<file path="config.mk">
export PLATFORM = sky130hd
export DESIGN_NAME = unaligned_split_unit
export DESIGN_NICKNAME = d
export VERILOG_FILES = /design/src/rtl/usp_pkg.sv /design/src/rtl/usp_lane_map.sv /design/src/rtl/usp_byte_rotate.sv /design/src/rtl/usp_read_merge.sv /design/src/rtl/unaligned_split_unit.sv
export SDC_FILE = /design/constraint.sdc
export NUM_CORES = 1
export LEC_CHECK = 0
export ABC_CLOCK_PERIOD_IN_PS = 2300
export BUFFER_PORTS_ARGS = -buffer_cell sky130_fd_sc_hd__buf_4
export CAP_MARGIN = 20
export CORE_AREA = 3 3 156 82
export DETAILED_ROUTE_END_ITERATION = 16
export DIE_AREA = 0 0 159 85
export PLACE_DENSITY_LB_ADDON = 0.08
export SLEW_MARGIN = 20
export SYNTH_ARGS = -nofsm -noshare
export SYNTH_HDL_FRONTEND = slang
export SYNTH_SLANG_ARGS = --single-unit
</file>
<file path="constraint.sdc">
create_clock -name clk -period 2.3 [get_ports clk]
set_input_delay 0 -clock clk [delete_from_list [all_inputs] [get_ports clk]]
set_output_delay 0 -clock clk [all_outputs]
set_load 0.01 [all_outputs]
</file>
<file path="src/rtl/usp_pkg.sv">
package usp_pkg;

   typedef enum logic [1:0] {
      ST_IDLE = 2'd0,
      ST_LO   = 2'd1,
      ST_HI   = 2'd2,
      ST_WAIT = 2'd3
   } usp_state_e;

   // size code to byte count: 0 -> 1, 1 -> 2, 2 and 3 -> 4
   function automatic int unsigned size_to_bytes(input logic [1:0] code);
      case (code)
         2'd0:    return 1;
         2'd1:    return 2;
         default: return 4;
      endcase
   endfunction

endpackage

</file>
<file path="src/rtl/usp_lane_map.sv">
module usp_lane_map #(
   parameter int LANES = 4,
   parameter int OFS_W = 2,
   parameter int CNT_W = 3
) (
   input  logic [OFS_W-1:0] offset,
   input  logic [CNT_W-1:0] nbytes,
   output logic [LANES-1:0] be_lo,
   output logic [LANES-1:0] be_hi,
   output logic             split
);

   localparam int SPAN_W = 2 * LANES;

   logic [LANES-1:0]  base_mask;
   logic [SPAN_W-1:0] span;

   for (genvar i = 0; i < LANES; i++) begin : g_base
      assign base_mask[i] = (CNT_W'(i) < nbytes);
   end

   assign span  = {{LANES{1'b0}}, base_mask} << offset;
   assign be_lo = span[LANES-1:0];
   assign be_hi = span[SPAN_W-1:LANES];
   assign split = |be_hi;

endmodule

</file>
<file path="src/rtl/usp_byte_rotate.sv">
module usp_byte_rotate #(
   parameter int LANES    = 4,
   parameter int OFS_W    = 2,
   parameter bit ROT_LEFT = 1'b1
) (
   input  logic [8*LANES-1:0] din,
   input  logic [OFS_W-1:0]   amt,
   output logic [8*LANES-1:0] dout
);

   for (genvar j = 0; j < LANES; j++) begin : g_lane
      logic [OFS_W-1:0] src;
      if (ROT_LEFT) begin : g_left
         assign src = OFS_W'(j) - amt;
      end else begin : g_right
         assign src = OFS_W'(j) + amt;
      end
      assign dout[8*j +: 8] = din[8*src +: 8];
   end

endmodule

</file>
<file path="src/rtl/usp_read_merge.sv">
module usp_read_merge #(
   parameter int LANES = 4,
   parameter int OFS_W = 2
) (
   input  logic               clk,
   input  logic               rst_n,
   input  logic               clear,
   input  logic               capture,
   input  logic [8*LANES-1:0] word_in,
   input  logic [OFS_W-1:0]   offset,
   input  logic [LANES-1:0]   lane_en,
   output logic [8*LANES-1:0] result
);

   localparam int DW = 8 * LANES;

   logic [DW-1:0] aligned;
   logic [DW-1:0] keep;
   logic [DW-1:0] acc_q;

   usp_byte_rotate #(
      .LANES   (LANES),
      .OFS_W   (OFS_W),
      .ROT_LEFT(1'b0)
   ) u_rot (
      .din (word_in),
      .amt (offset),
      .dout(aligned)
   );

   for (genvar i = 0; i < LANES; i++) begin : g_keep
      logic [OFS_W-1:0] src;
      assign src           = OFS_W'(i) + offset;
      assign keep[8*i +: 8] = {8{lane_en[src]}};
   end

   always_ff @(posedge clk) begin
      if (!rst_n) begin
         acc_q <= '0;
      end else if (clear) begin
         acc_q <= '0;
      end else if (capture) begin
         acc_q <= acc_q | (aligned & keep);
      end
   end

   assign result = acc_q;

   AST_CLEAR_ZEROES: assert property (@(posedge clk) disable iff (!rst_n)
      clear |=> (result == '0));

endmodule

</file>
<file path="src/rtl/unaligned_split_unit.sv">
module unaligned_split_unit #(
   parameter int ADDR_W = 16,
   parameter int DATA_W = 32
) (
   input  logic              clk,
   input  logic              rst_n,
   input  logic              req_valid,
   output logic              req_ready,
   input  logic              req_write,
   input  logic [1:0]        req_size,
   input  logic [ADDR_W-1:0] req_addr,
   input  logic [DATA_W-1:0] req_wdata,
   output logic              rsp_done,
   output logic [DATA_W-1:0] rsp_rdata,
   output logic              mem_valid,
   input  logic              mem_ready,
   output logic              mem_write,
   output logic [ADDR_W-1:0] mem_addr,
   output logic [DATA_W/8-1:0] mem_be,
   output logic [DATA_W-1:0] mem_wdata,
   input  logic [DATA_W-1:0] mem_rdata
);

   import usp_pkg::*;

   localparam int LANES  = DATA_W / 8;
   localparam int OFS_W  = $clog2(LANES);
   localparam int CNT_W  = $clog2(LANES + 1);
   localparam int WORD_W = ADDR_W - OFS_W;

   if ((DATA_W % 8) != 0 || LANES < 4 || (LANES & (LANES - 1)) != 0) begin : g_bad_width
      $error("DATA_W must be a power-of-two multiple of 8 of at least 32");
   end
   if (ADDR_W <= OFS_W + 1) begin : g_bad_addr
      $error("ADDR_W too small for the word size");
   end

   usp_state_e        state_q, state_d;
   logic              wr_q;
   logic [OFS_W-1:0]  ofs_q;
   logic [WORD_W-1:0] word_q;
   logic [DATA_W-1:0] wdata_q;
   logic [LANES-1:0]  be_lo_q, be_hi_q;
   logic              split_q;
   logic              done_q, done_d;
   logic              rd_pend_q, rd_hi_q;

   logic              req_fire, mem_fire;
   logic [CNT_W-1:0]  req_nbytes;
   logic [OFS_W-1:0]  req_ofs;
   logic [LANES-1:0]  dec_be_lo, dec_be_hi;
   logic              dec_split;
   logic [DATA_W-1:0] wdata_rot;

   assign req_ready  = (state_q == ST_IDLE);
   assign req_fire   = req_valid && req_ready;
   assign mem_valid  = (state_q == ST_LO) || (state_q == ST_HI);
   assign mem_fire   = mem_valid && mem_ready;
   assign req_nbytes = CNT_W'(size_to_bytes(req_size));
   assign req_ofs    = req_addr[OFS_W-1:0];

   usp_lane_map #(
      .LANES(LANES),
      .OFS_W(OFS_W),
      .CNT_W(CNT_W)
   ) u_map (
      .offset(req_ofs),
      .nbytes(req_nbytes),
      .be_lo (dec_be_lo),
      .be_hi (dec_be_hi),
      .split (dec_split)
   );

   usp_byte_rotate #(
      .LANES   (LANES),
      .OFS_W   (OFS_W),
      .ROT_LEFT(1'b1)
   ) u_wrot (
      .din (req_wdata),
      .amt (req_ofs),
      .dout(wdata_rot)
   );

   always_comb begin
      state_d = state_q;
      done_d  = 1'b0;
      unique case (state_q)
         ST_IDLE: if (req_valid) state_d = ST_LO;
         ST_LO: begin
            if (mem_ready) begin
               if (split_q) begin
                  state_d = ST_HI;
               end else if (wr_q) begin
                  state_d = ST_IDLE;
                  done_d  = 1'b1;
               end else begin
                  state_d = ST_WAIT;
               end
            end
         end
         ST_HI: begin
            if (mem_ready) begin
               if (wr_q) begin
                  state_d = ST_IDLE;
                  done_d  = 1'b1;
               end else begin
                  state_d = ST_WAIT;
               end
            end
         end
         ST_WAIT: begin
            state_d = ST_IDLE;
            done_d  = 1'b1;
         end
         default: state_d = ST_IDLE;
      endcase
   end

   always_ff @(posedge clk) begin
      if (!rst_n) begin
         state_q   <= ST_IDLE;
         done_q    <= 1'b0;
         rd_pend_q <= 1'b0;
         rd_hi_q   <= 1'b0;
      end else begin
         state_q   <= state_d;
         done_q    <= done_d;
         rd_pend_q <= mem_fire && !wr_q;
         rd_hi_q   <= (state_q == ST_HI);
      end
   end

   always_ff @(posedge clk) begin
      if (!rst_n) begin
         wr_q    <= 1'b0;
         ofs_q   <= '0;
         word_q  <= '0;
         wdata_q <= '0;
         be_lo_q <= '0;
         be_hi_q <= '0;
         split_q <= 1'b0;
      end else if (req_fire) begin
         wr_q    <= req_write;
         ofs_q   <= req_ofs;
         word_q  <= req_addr[ADDR_W-1:OFS_W];
         wdata_q <= wdata_rot;
         be_lo_q <= dec_be_lo;
         be_hi_q <= dec_be_hi;
         split_q <= dec_split;
      end
   end

   assign mem_write = wr_q;
   assign mem_addr  = {word_q + WORD_W'(state_q == ST_HI), {OFS_W{1'b0}}};
   assign mem_be    = (state_q == ST_HI) ? be_hi_q : be_lo_q;
   assign mem_wdata = wdata_q;
   assign rsp_done  = done_q;

   usp_read_merge #(
      .LANES(LANES),
      .OFS_W(OFS_W)
   ) u_merge (
      .clk    (clk),
      .rst_n  (rst_n),
      .clear  (req_fire),
      .capture(rd_pend_q),
      .word_in(mem_rdata),
      .offset (ofs_q),
      .lane_en(rd_hi_q ? be_hi_q : be_lo_q),
      .result (rsp_rdata)
   );

   AST_BYTE_NEVER_SPLIT: assert property (@(posedge clk) disable iff (!rst_n)
      (req_fire && req_size == 2'd0) |=> !split_q);

   AST_SECOND_NEXT_WORD: assert property (@(posedge clk) disable iff (!rst_n)
      (mem_fire && state_q == ST_LO && split_q) |=>
         (mem_valid && mem_addr == $past(mem_addr) + ADDR_W'(LANES)));

   AST_BE_TOTAL: assert property (@(posedge clk) disable iff (!rst_n)
      req_fire |=> (($countones(be_lo_q) + $countones(be_hi_q)) == int'($past(req_nbytes))));

   AST_DONE_READY: assert property (@(posedge clk) disable iff (!rst_n)
      rsp_done |-> req_ready);

   AST_DONE_SINGLE: assert property (@(posedge clk) disable iff (!rst_n)
      rsp_done |=> !rsp_done);

   AST_MEM_HOLD: assert property (@(posedge clk) disable iff (!rst_n)
      (mem_valid && !mem_ready) |=>
         (mem_valid && $stable(mem_addr) && $stable(mem_be) && $stable(mem_wdata)));

   AST_WRITE_DONE_LAT: assert property (@(posedge clk) disable iff (!rst_n)
      (mem_fire && mem_write && !(state_q == ST_LO && split_q)) |=> rsp_done);

endmodule

</file>
* Word-level counts from Yosys, hierarchy flattened
Cells that the tools add are included.
Storage, ports and cells: flip-flop bits (word level) 95, output and inout bits 88, logic and storage cells 79
Operators by class: eq/ne operators 7, add/subtract/negate cells 8, shifts and indexed selects 9, reduce and logical (&&, ||, !) cells 10, muxes and demuxes 22, order comparisons 8, bitwise gates (word level) 3
Operators with widths (count):
- 32-bit by 6-bit indexed part select with 8-bit output | 8
- 32-bit bitwise AND | 1
- 32-bit OR | 1
- 14-bit by 1-bit adder with 14-bit output | 1
- 2-bit by 3-bit < comparator with 1-bit output, second input constant | 4
- 2-bit 2-to-1 mux | 5
- 1-bit binary-select mux with 2-bit select | 4
- 1-bit 2-to-1 mux | 8
- 4-bit 2-to-1 mux | 2
- 2-bit case mux with 4 select lines | 1
- 4-bit by 2-bit << shifter with 8-bit output | 1
- 1-bit by 3-bit < comparator with 1-bit output, first input constant | 2
- 2-bit by 3-bit < comparator with 1-bit output, first input constant | 2
- 2-bit inequality test, second input constant | 3
- 3-bit case mux with 2 select lines | 1
- 2-bit adder, first input constant | 2
- 2-bit by 1-bit == test with 1-bit output, second input constant | 2
- 2-bit == test, second input constant | 2
- 2-bit zero test | 2
- 4-bit OR reduction | 1
- 1-bit by 2-bit subtractor with 2-bit output, first input constant | 2
- 2-bit subtractor, first input constant | 2
- 1-bit logical AND | 3
- 1-bit case mux with 3 select lines | 1
- other kinds (6) | 6

* Longest topological paths before layout
depth after elaboration 5, depth in mapped cells 10, mapped depth without buffers 8

* By module
A second synthesis with hierarchy kept.
Second synthesis, totals: cells, all modules 580, area, all modules 5746.8 µm²
By module, submodules not included:
- unaligned_split_unit | sequential area each 1261.2 µm², instances 1, cells an instance 330, area each 2767.7 µm²
- usp_read_merge | sequential area each 640.6 µm², instances 1, cells an instance 147, area each 1178.6 µm²
- usp_byte_rotate at u_merge.u_rot | sequential area each 0.0 µm², instances 1, cells an instance 40, area each 835.8 µm²
- usp_byte_rotate at u_wrot | sequential area each 0.0 µm², instances 1, cells an instance 40, area each 832.0 µm²
- usp_lane_map | sequential area each 0.0 µm², instances 1, cells an instance 23, area each 132.6 µm²

* Least setup slack after synthesis
Ideal clock, no wire load.
path type register to output, start point register state_q[0], end point output mem_addr[12], data arrival time 1701 ps, path buffers 0, stages on the path, launching flop included 9, setup slack 599 ps, cells stage by stage dfxtp_1 -> inv_1 -> ha_1 -> ha_1 -> ha_1 -> nand2_1 -> or2_1 -> nor3_1 -> xor2_1
On the way: word-level cells in the longest chain between the ends 2
Ends and longest elaborated chain:
- start, declared | line unaligned_split_unit.sv:38 | usp_state_e state_q, state_d;
- start signal, assigned | line unaligned_split_unit.sv:126 | state_q <= state_d;
- 2-bit == test | line unaligned_split_unit.sv:154 | assign mem_addr = {word_q + WORD_W'(state_q == ST_HI), {OFS_W{1'b0}}};
- 14-bit by 1-bit adder with 14-bit output | line unaligned_split_unit.sv:154
- end, declared | line unaligned_split_unit.sv:18 | output logic [ADDR_W-1:0] mem_addr,
No other way between the ends.

* Worst setup path in the final report
Same ends and word-level chain as after synthesis.

==> run summary <==
The run finished with clean final reports. Setup repair after global routing left no endpoint under its margin. STA classifies the critical path endpoint as an output port. The port buffer count came out at approximately 170. The share of Yosys cell area claimed by the top area cell type is between 30% and 40%.

The count of nets after finishing came out at between 800 and 900. The area growth from synthesis to final layout is 31.26%. In this run, synthesis inferred 0 flip-flops with an integrated enable. Registers take between 1500 and 2000 µm². The post-route DRC violation count is 0.

Summing every instance area after synthesis gives 5700 µm². Summed over all layers, the routed wires come to 14.57 mm. The first global-routing pass estimated roughly 23 mm of wire.

The peak supply drop is just over 500 µV. The latest clock arrival within the worst-skew pair came out at approximately 350 ps. The kind of cell with the highest combined delay on the critical path is adder cells. The effective utilization at floorplan came out at 49.01%. The cell with the most instances on the worst path is sky130_fd_sc_hd__ha_2. In this run the post-CTS setup repair buffer count came out at 0.

The clock skew after layout is between 6 and 7 ps. The clock drives 94 sinks. The first routing iteration left approximately 210 violations. Data arrives at the worst endpoint at around 2100 ps. In the synthesized netlist the dominant register cell turns out to be sky130_fd_sc_hd__dfxtp_1. The worst pin sits at a relative slew slack of a little over three fifths. The number of antenna violations at the first check in global routing is 0. The biggest fanout along the worst timing path is 5. The pin count of the biggest net entering global routing came out at 68. The fraction of registers with async set/reset is 0%.

In the synthesized netlist, the cells that appear most often are sky130_fd_sc_hd__nand2_1 (146), sky130_fd_sc_hd__dfxtp_1 (94), sky130_fd_sc_hd__o21ai_1 (40). The leftover overflow at the end of global routing came out at 0. The level count of the clock H-tree came out at 3. The stage delay of the slowest cell on the critical path is 340 ps. The number of top-level pins is roughly 180. The wire length per cell after detailed routing is 15.66 µm. The number of fill cells came out at 1026. The per-cell via count in the routed design came out at roughly 5.2.

Sorting the synthesized cells by area gives the leading types as sky130_fd_sc_hd__dfxtp_1 (33%), sky130_fd_sc_hd__mux4_2 (14%), sky130_fd_sc_hd__nand2_1 (9.6%), sky130_fd_sc_hd__mux4_1 (5.5%), sky130_fd_sc_hd__a21boi_0 (4.5%). Summing internal, switching and leakage power gives between 4000 and 5000 µW. STA classifies the critical path startpoint as a flip-flop. The global-route total usage across every layer is a little over a fifth.

In the post-synthesis netlist, the cell with the most instances is sky130_fd_sc_hd__nand2_1. The CTS tree is yes. The HPWL after detailed placement is between 10 and 15 mm. The multi-input logic area is around 3400 µm². The synthesis warning total is 0. Traced cell by cell, the critical path runs through inv_2 -> ha_2 -> ha_1 -> ha_2 -> nand2_1 -> or2_4 -> nor3_2 -> xor2_1 -> buf_4.

The min-delay analysis places its worst path in the category input pin to flip-flop. The clock-pin slew on the worst setup and hold paths is ~60 ps. Based on the critical path, the design can be clocked at up to ~470 MHz. The diode insertion count for antenna repair is 0. The post-synthesis cell count came out at between 500 and 600. The slowest stage of the critical path belongs to the cell sky130_fd_sc_hd__dfxtp_1. The routed layout has a little under 5000 vias. The remaining number of nets flagged by the antenna check after routing came out at 0. The post-route setup TNS is 0 ps. The region available for standard cell placement spans approximately 12000 µm². The floorplan row count came out at 28. The overall die area is roughly 14000 µm². The proportion of layout cells with a drive suffix above 1 came out at a little over a third. The total CTS buffers came out at 9. The number of max-slew violations in the final report came out at 0. By startpoint and endpoint, the worst setup path is classified as flip-flop to output port. At the end of routability-driven placement, the weighted congestion stood at 0.8532. Summed over all instances, the cell type with the most area after synthesis is sky130_fd_sc_hd__dfxtp_1. The floorplan step set the die width to 159 µm. The via count of the first global-routing pass came out at between 4000 and 5000. The static leakage is between 0.003 and 0.004 µW.

The number of buffers and inverters on the critical path came out at 2. The number of iterations in the first detailed-routing pass is 5. After layout, the minimum clock period comes to approximately 2100 ps.

The number of violations of the max-capacitance limit came out at 0. The number of distinct library cells after synthesis came out at 55. The number of hold violations in the final report is 0.

The power density normalized to cell area is ~610 nW/µm². The die height is 85 µm. The sequential fraction of the synthesis area is between 30% and 40%. The flop-to-flop setup slack is approximately 580 ps. The largest buffer count on any clock path came out at 2.

The ratio of final minimum period to clock period came out at about 93%. The mean instance size in the synthesized netlist is 9.613 µm². Setup violations remaining at the end of the flow were counted as 0. In this run the clock root is driven by a sky130_fd_sc_hd__clkbuf_16. For the worst setup path, the data required time is 2300 ps. At the pin with the least slew margin, the transition time is roughly 560 ps. The synthesized design contains 94 register bits.
placed cells by master (no fill, tap or decap), drive strengths merged, types with 2 or more instances in the layout:
master | netlist | layout
nand2 | 146 | 146
xnor2 | 6 | 6
a22oi | 2 | 2
conb | 1 | 2
ha | 9 | 9
nor3 | 4 | 4
mux2 | 11 | 11
and4 | 2 | 2
nor2 | 8 | 8
nor2b | 7 | 7
and3 | 2 | 2
mux4 | 48 | 48
mux2i | 21 | 21
clkinv | 1 | 5
a21oi | 4 | 4
nand2b | 2 | 2
xor2 | 6 | 6
o211ai | 3 | 3
dfxtp | 94 | 94
a21boi | 45 | 45
clkbuf | 13 | 9
inv | 38 | 39
o21ai | 41 | 41
and2 | 11 | 11
buf | 31 | 182
nand4 | 4 | 4
dlygate4sd3 | 0 | 17
nand3 | 20 | 20
report_power, final:
part           switching, µW  leakage (µW)  internal (µW)
registers               94.3      0.000767           1740
logic                    605       0.00231            640
clock network            663      0.000146            846
cells by family (layout without fill, tap and decap cells):
group / after synthesis / in the layout / synth area share (%)
AOI/OAI and AO/OA: 103 / 103 / 12.07
xor gates and xnor gates: 12 / 12 / 1.844
adders and majority gates: 9 / 9 / 1.975
buffers and inverters: 83 / 254 / 8.253
DFF: 94 / 94 / 33.01
muxes: 80 / 80 / 25.61
other: 1 / 2 / 0.06578
and+or+nand+nor: 211 / 211 / 17.16
worst register-to-register path, stage by stage, from the launching register on:
cell	delay [ps]
sky130_fd_sc_hd__dfxtp_1	400
sky130_fd_sc_hd__inv_1	110
sky130_fd_sc_hd__ha_1	250
sky130_fd_sc_hd__nand2_2	120
sky130_fd_sc_hd__and3_2	300
sky130_fd_sc_hd__nand4_2	270
sky130_fd_sc_hd__o21ai_1	210
sequential cells by signal, summed over array words and instances, names as in the netlist, 2 cells and up:
register	count
mem_wdata	32
u_merge.result	32
word_q	14
be_lo_q	4
be_hi_q	3
ofs_q	2
state_q	2
layout make-up:
| cell class | count | share of cell area, % |
|---|---|---|
| Inverter | 39 | 1.990 |
| Sequential cell | 94 | 25.18 |
| Clock inverter | 7 | 0.9866 |
| Clock buffer | 9 | 3.010 |
| Tap cell | 165 | 2.759 |
| Timing Repair Buffer | 199 | 21.04 |
| Multi-Input combinational cell | 417 | 45.03 |
per-layer routing:
metal  global-route usage, %  wire length (µm)  vias to the layer above
met5                       0                 0                        -
met4                   3.971               145                        0
met3                   9.264              1239                       14
met2                   37.33              6956                      138
met1                   24.80              6223                     2282
li1                        -                 -                     2407
final timing paths:
| check | start | cells past startpoint | endpoint |
|---|---|---|---|
| hold / removal | rst_n | 2 | ofs_q[0] |
| hold reg to reg | u_merge.result[20] | 2 | u_merge.result[20] |
| setup reg to reg | state_q[1] | 6 | u_merge.result[29] |
| setup / recovery | state_q[0] | 9 | mem_addr[12] |
metrics by stage:
stage / hold WS [ps] / std cells / area (µm²) / setup slack, ps / utilization [%]
6_report: 45.68 / 930 / 7482 / 155.8 / 64.33
5_1_grt: 36.24 / 930 / 7482 / 39.78 / 64.33
4_1_cts: 37.09 / 930 / 7470 / 64.83 / 64.22
3_5_place_dp: 269.3 / 897 / 6998 / 354.4 / 60.17
3_3_place_gp: 266.2 / 897 / 6998 / 406.0 / 60.17
2_1_floorplan: 144.9 / 594 / 5704 / 599.0 / -
timing repair:
item                                    in CTS  in global routing
hold buffers                                17                  0
endpoints found under the setup margin       1                  2
gates resized for setup                      2                  4
pin swaps                                    0                  0
hold endpoints to repair                    18                  0
Note: power is estimated with default switching activity, not from simulation.
